===== config.mk =====
export PLATFORM = sky130hd
export DESIGN_NAME = pkt_bus_bridge
export DESIGN_NICKNAME = d
export VERILOG_FILES = /design/src/rtl/bridge_pkg.sv /design/src/rtl/bridge_rx_parser.sv /design/src/rtl/bridge_bus_master.sv /design/src/rtl/bridge_tx_serializer.sv /design/src/rtl/pkt_bus_bridge.sv
export SDC_FILE = /design/constraint.sdc
export NUM_CORES = 1
export LEC_CHECK = 0
export ABC_AREA = 0
export BUFFER_PORTS_ARGS = -buffer_cell sky130_fd_sc_hd__buf_4
export CORE_AREA = 2 2 207 209
export DETAILED_ROUTE_END_ITERATION = 12
export DIE_AREA = 0 0 209 211
export GPL_ROUTABILITY_DRIVEN = 0
export PLACE_DENSITY = 0.71
export SLEW_MARGIN = 20
export SYNTH_ARGS = -nofsm -noshare
export SYNTH_HDL_FRONTEND = slang
export SYNTH_SLANG_ARGS = --single-unit

===== constraint.sdc =====
create_clock -name clk -period 2.6 [get_ports clk]
set_input_delay 0.52 -clock clk [delete_from_list [all_inputs] [get_ports clk]]
set_output_delay 0.52 -clock clk [all_outputs]
set_load 0.02 [all_outputs]

===== src/rtl/bridge_pkg.sv =====
package bridge_pkg;
  localparam int ADDR_W      = 32;
  localparam int DATA_W      = 32;
  localparam int FRAME_BYTES = 12;
  localparam int FRAME_W     = FRAME_BYTES * 8;

  localparam logic [7:0] SOP_MARK = 8'hDE;
  localparam logic [7:0] SEQ_MARK = 8'hCA;
  localparam logic [7:0] OP_READ  = 8'h01;
  localparam logic [7:0] OP_WRITE = 8'h02;
  localparam logic [7:0] ERR_FLAG = 8'h80;

  // Field order follows wire order: first byte in the top bits.
  typedef struct packed {
    logic [7:0]        sop;
    logic [7:0]        op;
    logic [ADDR_W-1:0] addr;
    logic [7:0]        len;
    logic [7:0]        seq;
    logic [DATA_W-1:0] data;
  } frame_t;

  typedef enum logic [1:0] {CTL_RX, CTL_BUS, CTL_TX} ctl_state_t;
endpackage


===== src/rtl/bridge_rx_parser.sv =====
module bridge_rx_parser
  import bridge_pkg::*;
(
  input  logic               clk,
  input  logic               rst,
  input  logic               resume,
  input  logic               in_empty,
  output logic               in_rd,
  input  logic [7:0]         in_data,
  output logic               pkt_valid,
  output logic [FRAME_W-1:0] pkt_frame
);
  localparam int CNT_W = $clog2(FRAME_BYTES);

  logic             hold;
  logic [CNT_W-1:0] idx;
  logic [FRAME_W-1:0] shreg;

  assign in_rd     = ~hold & ~in_empty;
  assign pkt_frame = shreg;

  always_ff @(posedge clk) begin
    if (rst) begin
      hold      <= 1'b0;
      idx       <= '0;
      pkt_valid <= 1'b0;
      shreg     <= '0;
    end else begin
      pkt_valid <= 1'b0;
      if (resume) hold <= 1'b0;
      if (in_rd) begin
        if (idx == '0 && in_data != SOP_MARK) begin
          idx <= '0; // still hunting
        end else begin
          shreg <= {shreg[FRAME_W-9:0], in_data};
          if (idx == CNT_W'(FRAME_BYTES - 1)) begin
            idx       <= '0;
            hold      <= 1'b1;
            pkt_valid <= 1'b1;
          end else begin
            idx <= idx + 1'b1;
          end
        end
      end
    end
  end

  // a finished frame freezes the input until resumed
  assert_hold_after_frame_R10: assert property (@(posedge clk) disable iff (rst)
    pkt_valid |-> !in_rd);
  // a finished frame always began with the start marker
  assert_frame_starts_marked_R1: assert property (@(posedge clk) disable iff (rst)
    pkt_valid |-> pkt_frame[FRAME_W-1 -: 8] == SOP_MARK);
endmodule


===== src/rtl/bridge_bus_master.sv =====
module bridge_bus_master
  import bridge_pkg::*;
#(
  parameter int TIMEOUT_CYCLES = 255
) (
  input  logic              clk,
  input  logic              rst,
  input  logic              start,
  input  logic              start_wr,
  input  logic [ADDR_W-1:0] start_addr,
  input  logic [DATA_W-1:0] start_wdata,
  output logic [ADDR_W-1:0] bus_addr,
  output logic [DATA_W-1:0] bus_wdata,
  output logic              bus_rd,
  output logic              bus_wr,
  input  logic              bus_ack,
  input  logic [DATA_W-1:0] bus_rdata,
  output logic              done,
  output logic              timed_out,
  output logic [DATA_W-1:0] rdata
);
  localparam int TW = $clog2(TIMEOUT_CYCLES + 1);

  logic          active;
  logic [TW-1:0] wait_cnt;

  assign active = bus_rd | bus_wr;

  always_ff @(posedge clk) begin
    if (rst) begin
      bus_addr  <= '0;
      bus_wdata <= '0;
      bus_rd    <= 1'b0;
      bus_wr    <= 1'b0;
      done      <= 1'b0;
      timed_out <= 1'b0;
      rdata     <= '0;
      wait_cnt  <= '0;
    end else begin
      done <= 1'b0;
      if (start && !active) begin
        bus_addr  <= start_addr;
        bus_wdata <= start_wdata;
        bus_rd    <= ~start_wr;
        bus_wr    <= start_wr;
        wait_cnt  <= '0;
        timed_out <= 1'b0;
      end else if (active) begin
        if (bus_ack) begin
          bus_rd    <= 1'b0;
          bus_wr    <= 1'b0;
          done      <= 1'b1;
          timed_out <= 1'b0;
          if (bus_rd) rdata <= bus_rdata;
        end else if (wait_cnt == TW'(TIMEOUT_CYCLES - 1)) begin
          bus_rd    <= 1'b0;
          bus_wr    <= 1'b0;
          done      <= 1'b1;
          timed_out <= 1'b1;
        end else begin
          wait_cnt <= wait_cnt + 1'b1;
        end
      end
    end
  end

  assert_strobe_exclusive_R4: assert property (@(posedge clk) disable iff (rst)
    $onehot0({bus_rd, bus_wr}));
  assert_hold_until_ack_R4: assert property (@(posedge clk) disable iff (rst)
    (active && !bus_ack) |=> ($stable(bus_addr) && $stable(bus_wdata)));
  assert_drop_after_ack_R4: assert property (@(posedge clk) disable iff (rst)
    (active && bus_ack) |=> !active);
  assert_wait_window_R5: assert property (@(posedge clk) disable iff (rst)
    active |-> wait_cnt < TW'(TIMEOUT_CYCLES));
endmodule


===== src/rtl/bridge_tx_serializer.sv =====
module bridge_tx_serializer
  import bridge_pkg::*;
(
  input  logic               clk,
  input  logic               rst,
  input  logic               start,
  input  logic [FRAME_W-1:0] frame,
  input  logic               out_full,
  output logic               out_wr,
  output logic [7:0]         out_data,
  output logic               done
);
  localparam int CNT_W = $clog2(FRAME_BYTES);

  logic               active;
  logic [CNT_W-1:0]   idx;
  logic [FRAME_W-1:0] shreg;

  assign out_wr   = active & ~out_full;
  assign out_data = shreg[FRAME_W-1 -: 8];

  always_ff @(posedge clk) begin
    if (rst) begin
      active <= 1'b0;
      idx    <= '0;
      shreg  <= '0;
      done   <= 1'b0;
    end else begin
      done <= 1'b0;
      if (start && !active) begin
        shreg  <= frame;
        active <= 1'b1;
        idx    <= '0;
      end else if (out_wr) begin
        shreg <= {shreg[FRAME_W-9:0], 8'h00};
        if (idx == CNT_W'(FRAME_BYTES - 1)) begin
          active <= 1'b0;
          done   <= 1'b1;
        end else begin
          idx <= idx + 1'b1;
        end
      end
    end
  end

  assert_byte_index_bound_R9: assert property (@(posedge clk) disable iff (rst)
    active |-> idx < CNT_W'(FRAME_BYTES));
  assert_done_single_R9: assert property (@(posedge clk) disable iff (rst)
    done |=> !done);
endmodule


===== src/rtl/pkt_bus_bridge.sv =====
module pkt_bus_bridge
  import bridge_pkg::*;
#(
  parameter int TIMEOUT_CYCLES = 255
) (
  input  logic        clk,
  input  logic        rst,
  input  logic        in_empty,
  output logic        in_rd,
  input  logic [7:0]  in_data,
  input  logic        out_full,
  output logic        out_wr,
  output logic [7:0]  out_data,
  output logic [31:0] bus_addr,
  output logic [31:0] bus_wdata,
  input  logic [31:0] bus_rdata,
  output logic        bus_rd,
  output logic        bus_wr,
  input  logic        bus_ack
);
  ctl_state_t         state;
  frame_t             hdr;
  frame_t             resp;
  logic [FRAME_W-1:0] rx_frame;
  logic               pkt_valid;
  logic               bus_start;
  logic               bus_done;
  logic               bus_tmo;
  logic [DATA_W-1:0]  bus_rval;
  logic               tx_start;
  logic               tx_done;
  frame_t             rx_f;

  assign rx_f = frame_t'(rx_frame);

  bridge_rx_parser u_rx (
    .clk(clk), .rst(rst), .resume(tx_done),
    .in_empty(in_empty), .in_rd(in_rd), .in_data(in_data),
    .pkt_valid(pkt_valid), .pkt_frame(rx_frame)
  );

  bridge_bus_master #(.TIMEOUT_CYCLES(TIMEOUT_CYCLES)) u_bus (
    .clk(clk), .rst(rst), .start(bus_start),
    .start_wr(hdr.op == OP_WRITE), .start_addr(hdr.addr), .start_wdata(hdr.data),
    .bus_addr(bus_addr), .bus_wdata(bus_wdata), .bus_rd(bus_rd), .bus_wr(bus_wr),
    .bus_ack(bus_ack), .bus_rdata(bus_rdata),
    .done(bus_done), .timed_out(bus_tmo), .rdata(bus_rval)
  );

  bridge_tx_serializer u_tx (
    .clk(clk), .rst(rst), .start(tx_start), .frame(resp),
    .out_full(out_full), .out_wr(out_wr), .out_data(out_data), .done(tx_done)
  );

  always_ff @(posedge clk) begin
    if (rst) begin
      state     <= CTL_RX;
      hdr       <= '0;
      resp      <= '0;
      bus_start <= 1'b0;
      tx_start  <= 1'b0;
    end else begin
      bus_start <= 1'b0;
      tx_start  <= 1'b0;
      unique case (state)
        CTL_RX: if (pkt_valid) begin
          hdr <= rx_f;
          if (rx_f.seq == SEQ_MARK && (rx_f.op == OP_READ || rx_f.op == OP_WRITE)) begin
            bus_start <= 1'b1;
            state     <= CTL_BUS;
          end else begin
            resp      <= rx_f;
            resp.op   <= rx_f.op | ERR_FLAG;
            tx_start  <= 1'b1;
            state     <= CTL_TX;
          end
        end
        CTL_BUS: if (bus_done) begin
          resp     <= hdr;
          resp.op  <= bus_tmo ? (hdr.op | ERR_FLAG) : hdr.op;
          resp.data <= (!bus_tmo && hdr.op == OP_READ) ? bus_rval : hdr.data;
          tx_start <= 1'b1;
          state    <= CTL_TX;
        end
        CTL_TX: if (tx_done) state <= CTL_RX;
        default: state <= CTL_RX;
      endcase
    end
  end

  assert_read_only_collecting_R10: assert property (@(posedge clk) disable iff (rst)
    in_rd |-> state == CTL_RX);
  assert_strobe_in_bus_phase_R6: assert property (@(posedge clk) disable iff (rst)
    (bus_rd || bus_wr) |-> state == CTL_BUS);
  assert_write_in_tx_phase_R9: assert property (@(posedge clk) disable iff (rst)
    out_wr |-> (state == CTL_TX && !out_full));
endmodule


# After elaboration in Yosys (flattened, before gate mapping)
# Index checks and enable logic that the tools add are counted.
dict set report totals {
  latch_bits 0
  mem_bits_ro 0
  memories 0
  input_bits 45
  ff_bits 508
  mem_bits_rw 0
}
dict set report classes {
  addsub 3
  n_bitwise 17
  div_mod_pow 0
  eq_ne 15
  shifts 0
  n_reduce_logical 33
  n_mul 0
  muxes 38
  order_cmp 0
}
# operator count
set op_table {}
lappend op_table {{2-to-1 mux 96 bit} 5}
lappend op_table {{one-hot mux 96 bit (2 select lines)} 1}
lappend op_table {{2-to-1 mux 32 bit} 1}
lappend op_table {{2-to-1 mux 1 bit} 22}
lappend op_table {{equality test 8 x 1 -> 1 bit (second input constant)} 2}
lappend op_table {{equality test 8 x 2 -> 1 bit (second input constant)} 2}
lappend op_table {{equality test 8 bit (second input constant)} 2}
lappend op_table {{NOT 1 bit} 14}
lappend op_table {{AND reduction 2 bit} 6}
lappend op_table {{OR reduction 3 bit} 4}
lappend op_table {{nonzero test 2 bit} 5}
lappend op_table {{adder 4 x 1 -> 4 bit (second input constant)} 2}
lappend op_table {{adder 8 x 1 -> 8 bit (second input constant)} 1}
lappend op_table {{equality test 4 bit (second input constant)} 2}
lappend op_table {{2-to-1 mux 2 bit} 4}
lappend op_table {{2-to-1 mux 4 bit} 2}
lappend op_table {{2-to-1 mux 8 bit} 1}
lappend op_table {{!= test 8 bit (second input constant)} 1}
lappend op_table {{AND reduction 4 bit} 2}
lappend op_table {{!= test 2 x 1 -> 1 bit (second input constant)} 3}
lappend op_table {{one-hot mux 2 bit (3 select lines)} 1}
lappend op_table {{AND reduction 3 bit} 2}
lappend op_table {{logical AND 1 bit} 5}
lappend op_table {{zero test 4 bit} 1}
lappend op_table {{other kinds (11)} 15}

# Depth between registers and ports, before layout
# Gate-level depths: netlist of the first run.
dict set report logic_depth {
  word_depth 6
  depth_mapped 7
}

# By module
# Synthesis of the first run repeated with hierarchy kept, for this count alone.
dict set report hier_totals {
  hier_cells 2398
  hier_area_um2 21070.2
}
# module n_inst area_per_inst_um2 cells_each
set by_module_without_submodules {}
lappend by_module_without_submodules {pkt_bus_bridge 1 8956.1 1076}
lappend by_module_without_submodules {bridge_tx_serializer 1 4132.7 476}
lappend by_module_without_submodules {bridge_rx_parser 1 4007.6 356}
lappend by_module_without_submodules {bridge_bus_master 1 3973.8 490}

# Worst setup path after synthesis of the first run
# Ideal clock, no wire load.
dict set report synth_timing {
  path_type {input -> output}
  start {input in_empty}
  end {output in_rd}
  t_arrival_ns 1.427
  t_required_ns 2.080
  path_slack_ns 0.653
  stages 5
  cell_sequence {or2_1 -> clkbuf_1 -> inv_1 -> buf_2 -> buf_2}
}
dict set report synth_between {
  elab_chain_len 2
}
# item line
set synth_lines {}
lappend synth_lines {{from (decl)} pkt_bus_bridge.sv:8} ;# input logic in_empty,
lappend synth_lines {{NOT 1 bit} bridge_rx_parser.sv:19} ;# assign in_rd = ~hold & ~in_empty;
lappend synth_lines {{bitwise AND 1 bit} bridge_rx_parser.sv:19}
lappend synth_lines {{to (decl)} pkt_bus_bridge.sv:9} ;# output logic in_rd,
# Every way passes these cells.

# Final worst setup path of the first run
dict set report layout_timing {
  start {register u_tx.active}
  end {output out_wr}
}
dict set report layout_between {
  elab_chain_len 1
}
# item line
set layout_lines {}
lappend layout_lines {{from (decl)} bridge_tx_serializer.sv:15} ;# logic active;
lappend layout_lines {{from (signal assigned)} bridge_tx_serializer.sv:24} ;# active <= 1'b0;
lappend layout_lines {{from (signal assigned)} bridge_tx_serializer.sv:32} ;# active <= 1'b1;
lappend layout_lines {{from (signal assigned)} bridge_tx_serializer.sv:37} ;# active <= 1'b0;
lappend layout_lines {{bitwise AND 1 bit} bridge_tx_serializer.sv:19} ;# assign out_wr = active & ~out_full;
lappend layout_lines {{to (decl)} pkt_bus_bridge.sv:12} ;# output logic out_wr,
# Every way passes these cells.

==> flow_summary.ini, run 1 <==
[die]
fp-row-count = 75
ios = 121
dieWidth_um = 209
core_um2 = 41760
fp.dieArea_um2 = 44100
die_h_um = 211
start_util_pct = 50.48

[clock_network]
cts_tree = done
cts_buffers = 51
ctsHoldBuffers = 0
cts.htree.levels = 2
cts_resized = 0
cts_buffer_depth = 3
cts_setup_buffers = 0
cts_sinks = 508
clkLatencyLatePin_ns = 0.60
root_buffer = clkbuf_16
clk_pin_slew_ns = 0.06

[detailed_routing]
final_antenna_net_count = 0
via_per_inst = 5.826
num_vias = 18320
wl_um = 56860
dr.pass1.iters = 6
drc = 0
drtIter0Drc = 1551
wl_per_cell_um = 18.08

[synth]
synth_cells = 2577
yosys_register_bits = 508
avgSynthCellArea_um2 = 8.181
synth-main-ff-cell = dfxtp_1
async_flop_share_pct = 0
ys_warn_count = 0
synth_seq_area_share_pct = 48.24
syn-num-nets = 2627
netlist_area_um2 = 21080
synth-edff-count = 0
synth_cell_types = 58

[hold_path]
min_to = u_bus.rdata[18]$_SDFFE_PP0P_
hold_start = bus_rdata[18]
hold_path_class = input pin to register
worstHoldPathCells = 3

[setup_path]
reg2reg_slack_ns = 0.50
worstSetupPathType = register to output pin
cp.arrival_ns = 1.62
r2r-start = u_rx.pkt_frame[37]$_SDFFE_PP0P_
path_max_fanout = 22
worstPathRequired_ns = 2.08
timing.rr.end = resp[44]$_SDFFE_PP0P_
cp-start-kind = register
cp-end-kind = output pin
r2r_cells = 5

[placed_design]
port_buffers = 120
dp_hpwl_um = 36890
place_ws_ns = 0.5275
placed_area_um2 = 22330

[global_route]
antenna_found_initial = 0
overflow = 0
first_global_vias = 17040
grtUsageTotal_pct = 25.48
grt_max_degree = 185
grt_first_pass_wirelength_um = 91520

[sta]
maxSlewViolCount = 0
setup_violations = 0
finalWorstSetupSlack_ns = 0.4601
finalSetupTns_ns = 0
skew_ns = 0.02183
period_needed_ns = 2.140
slew_headroom_pct = 48.44
whs_ns = 0.1714
rsz0062_at_grt = false
finalCritPeriodShare_pct = 82.30
fmax_mhz = 467.3
tightest_slew_ns = 0.7733
hold_viol = 0

[cells_and_area]
layout_commonest_cell = nand2_1
n_fill_cell = 3653
ff_latch_area_um2 = 10170
multi_input_area_um2 = 9624
drive_gt1_share_pct = 11.18
fin_area_um2 = 23950
fin_nets = 2616
mostFrequentLayoutCells = nand2_1, dfxtp_1, a21oi_1
area.growth.synth_to_final_pct = 13.59

[pwr]
max-vdd-ir-drop_v = 0.0004189
p_leak_nw = 8.159
p_per_area_nw_per_um2 = 635.1

[run]
maxCapViolCount = 0

[status]
status = complete, no violations
[worst max-delay path: stages (launching register included)]
cell      delay (ns)
dfxtp_1         0.41
nand2b_4        0.09
inv_2           0.08
buf_4           0.26
buf_4           0.19
[stage by stage]
stage / power (mW) / cells / util, %
6_report: 15.21 / 3144 / 57.34
3_5_place_dp: 8.278 / 3052 / 53.47
2_1_floorplan: 8.141 / 2577 / -
5_1_grt: 15.64 / 3143 / 57.34
3_3_place_gp: 8.275 / 3052 / 53.47
4_1_cts: 15.31 / 3143 / 57.34
[report_power, final]
part	leakage, nW	internal (mW)	total [mW]	switching, mW
registers	4.09	7.78	7.78	0.000811
clock network	0.810	4.04	7.10	3.06
logic	3.26	0.0993	0.328	0.229
total	8.16	11.9	15.2	3.29
[logic make-up after synthesis]
family	share of synthesized area [%]
AOI/OAI and AO/OA	19.05
adders and majority gates	0.2968
buffers and inverters	6.356
DFF	48.24
and+or+nand+nor	19.53
xor gates and xnor gates	0.2908
muxes	6.244
[Yosys cell counts (3+ instances only)]
cell      count  area, µm²
nand3_1     103      515.5
o21ai_0      86      430.4
or4_1         3      22.52
buf_1        21      78.83
nand2b_1      5      31.28
xor2_1        4      35.03
ha_1          5      62.56
xnor2_1       3      26.28
nand4_1       3      18.77
o21ai_1      11      55.05
a221oi_1      5      43.79
nor4_1        3      18.77
nand4b_1      4      35.03
nor3_1        8      40.04
nor2_1      167      626.9
o32ai_2       8      130.1
a31oi_1      32      200.2
and2_1        4      25.02
buf_4         9      67.56
nor2b_1      63      394.1
inv_1        80      300.3
clkbuf_1    166      623.1
a211oi_1     35      262.8
mux2_1       59      664.4
dfxtp_1     508      10170
nand2_1     588       2207
mux2i_1      64      640.6
a311oi_1     88      770.7
o211ai_1     34      255.2
a21oi_1     309       1546
buf_6         8      90.09
buf_2        36      180.2
o32ai_1      24      210.2
[area by class of cell]
cell class	count	share of cell area [%]
antenna	1	0.01045
sequential	508	42.49
multi-input combinational	1749	40.19
inverter	80	1.254
tap	539	2.816
clock buffer	76	6.349
timing repair buffer	176	6.490
clock inverter	15	0.4023
[worst max-delay path by stage]
stage	endpoint	cells after the start	slack, ns	start
4_1_cts	out_wr	4	0.42	u_tx.active$_SDFFE_PP0P_
3_5_place_dp	resp[68]$_SDFFE_PP0P_	5	0.53	u_rx.pkt_frame[37]$_SDFFE_PP0P_
2_1_floorplan	in_rd	5	0.65	in_empty
3_3_place_gp	u_rx.idx[3]$_SDFFE_PP0P_	5	0.59	in_empty
6_report	out_wr	4	0.46	u_tx.active$_SDFFE_PP0P_
5_1_grt	out_wr	4	0.35	u_tx.active$_SDFFE_PP0P_
[routing by layer]
| layer | global-route usage (%) | wire [µm] | vias to the layer above |
|---|---|---|---|
| met1 | 35.84 | 25760 | 8759 |
| met4 | 10.02 | 2006 | 0 |
| met3 | 3.806 | 3772 | 111 |
| li1 | - | - | 8802 |
| met2 | 39.49 | 25320 | 644 |
| met5 | 0 | 0 | - |
[registers in the layout (all words and copies together), names as in the netlist]
register	count
u_tx.active	1
resp	96
u_bus.bus_wdata	32
hdr	96
u_rx.idx	4
u_bus.bus_wr	1
state	2
bus_start	1
u_bus.timed_out	1
u_tx.done	1
u_rx.hold	1
u_bus.wait_cnt	8
u_bus.bus_addr	32
u_tx.shreg	96
u_rx.pkt_valid	1
tx_start	1
u_bus.done	1
u_bus.rdata	32
u_tx.idx	4
u_rx.pkt_frame	96
u_bus.bus_rd	1
Power figures use the tool's default switching activity.
==> inputs of run 2 (changes only) <==
- PLACE_DENSITY: 0.71 -> 0.74
- clock period: 2.6 -> 1.9 ns (I/O delays scaled with it)
==> flow_summary.ini, run 2 (synthesis gave the netlist of run 1 again) <==
[pwr]
p_per_area_nw_per_um2 = 855.1
max-vdd-ir-drop_v = 0.0006847
power_mw = 21.55
p_leak_nw = 8.859

[setup_path]
cp-start-kind = register
worstPathRequired_ns = 2.39
path_max_fanout = 5
r2r-start = u_rx.pkt_frame[84]$_SDFFE_PP0P_
r2r_cells = 7
startpoint = u_rx.pkt_frame[84]$_SDFFE_PP0P_
reg2reg_slack_ns = -0.10
cp-end-kind = register
worstSetupPathType = register to register
crit_end = resp[68]$_SDFFE_PP0P_
timing.rr.end = resp[68]$_SDFFE_PP0P_
cp.arrival_ns = 2.49

[cells_and_area]
layout.cells.non_filler = 3210
n_fill_cell = 3467
drive_gt1_share_pct = 15.87
area.growth.synth_to_final_pct = 19.56
fin_nets = 2683
diodes = 0
mostFrequentLayoutCells = nand2_1, dfxtp_1, a21oi_1
ff_latch_area_um2 = 10180
layout_commonest_cell = nand2_1
multi_input_area_um2 = 9896

[global_route]
grt_max_degree = 92
grt_first_pass_wirelength_um = 94740
first_global_vias = 17780
antenna_found_initial = 0
overflow = 0
grtUsageTotal_pct = 26.37

[detailed_routing]
via_per_inst = 5.897
drc = 0
num_vias = 18930
drtIter0Drc = 1917
dr.pass1.iters = 8
final_antenna_net_count = 0
wl_per_cell_um = 18.89
wl_um = 60650

[clock_network]
cts.htree.levels = 2
clkLatencyLatePin_ns = 0.61
clk_pin_slew_ns = 0.06
cts_sinks = 508
root_buffer = clkbuf_16
cts_tree = done
cts_buffer_depth = 3
cts_buffers = 53

[sta]
skew_ns = 0.02447
rsz0062_at_grt = true
finalSetupTns_ns = -3.057
whs_ns = 0.02546
slew_headroom_pct = 55.40
hold_viol = 0
period_needed_ns = 2.001
maxSlewViolCount = 0
setup_violations = 54
fmax_mhz = 499.8
tightest_slew_ns = 0.6690
finalWorstSetupSlack_ns = -0.1007
finalCritPeriodShare_pct = 105.3

[run]
maxCapViolCount = 0

[die]
ios = 121
start_util_pct = 50.48
fp.dieArea_um2 = 44100
die_h_um = 211
core_um2 = 41760
fp-row-count = 75
dieWidth_um = 209

[hold_path]
hold_path_class = input pin to register

[status]
violations = setup timing
status = complete, but fails checks

[placed_design]
placed_cells = 3090
port_buffers = 120
dp_hpwl_um = 37520
place_ws_ns = -0.06280
==> run 2: stage by stage <==
stage | util (%) | cell area, µm²
floorplan | - | 21080
global placement | 54.51 | 22760
detailed placement | 54.51 | 22760
CTS | 59.26 | 24750
global route | 60.36 | 25210
finish | 60.36 | 25210
==> run 2: worst max-delay path, cell delays in order, from the launching register on <==
cell and delay (ns):
dfxtp_2 0.34, nor4b_4 0.32, nand3_2 0.14, o31ai_4 0.30
buf_6 0.16, buf_8 0.14, clkbuf_16 0.18, mux2_4 0.31
==> run 2: how the worst min path moves through the flow <==
| stage | startpoint | slack, ns | cells past startpoint | to |
|---|---|---|---|---|
| after floorplan | resp[0]$_SDFFE_PP0P_ | 0.43 | 2 | u_tx.shreg[0]$_SDFFE_PP0P_ |
| final | bus_rdata[0] | 0.03 | 3 | u_bus.rdata[0]$_SDFFE_PP0P_ |
| after global routing | bus_rdata[31] | 0.03 | 3 | u_bus.rdata[31]$_SDFFE_PP0P_ |
| after CTS | bus_rdata[31] | 0.001 | 3 | u_bus.rdata[31]$_SDFFE_PP0P_ |
| after global placement | hdr[95]$_SDFFE_PP0P_ | 0.44 | 2 | hdr[95]$_SDFFE_PP0P_ |
| after detailed placement | resp[6]$_SDFFE_PP0P_ | 0.45 | 2 | u_tx.shreg[6]$_SDFFE_PP0P_ |
==> run 2: final cells by class <==
class | instances | share of cell area [%]
multi-input cells | 1749 | 39.26
repair buffers | 241 | 9.541
flip-flops and latches | 508 | 40.40
well taps | 539 | 2.676
inverters | 80 | 1.211
clock inverters | 13 | 0.6106
clock buffers | 80 | 6.304
==> run 2: power by group <==
part	internal (mW)	switching (mW)
Sequential	10.6	0.00123
Clock	6.14	4.28
Combinational	0.157	0.328
==> run 2: timing repair <==
action,CTS,global route
gates resized for setup,21,75
endpoints found under the setup margin,83,71
hold buffers,0,0
gates cloned,4,5
pin swaps,2,7
buffers inserted,5,14
==> run 2: metal layers <==
layer  part of all wire [%]  wire length [µm]  GRT usage [%]  up-vias
li1                       -                 -              -     8939
met3                    7.6              4582          4.535      133
met2                     46             28120          43.13      746
met5                      0                 0              0        -
met1                     43             25930          35.00     9110
met4                    3.3              2015          9.975        0
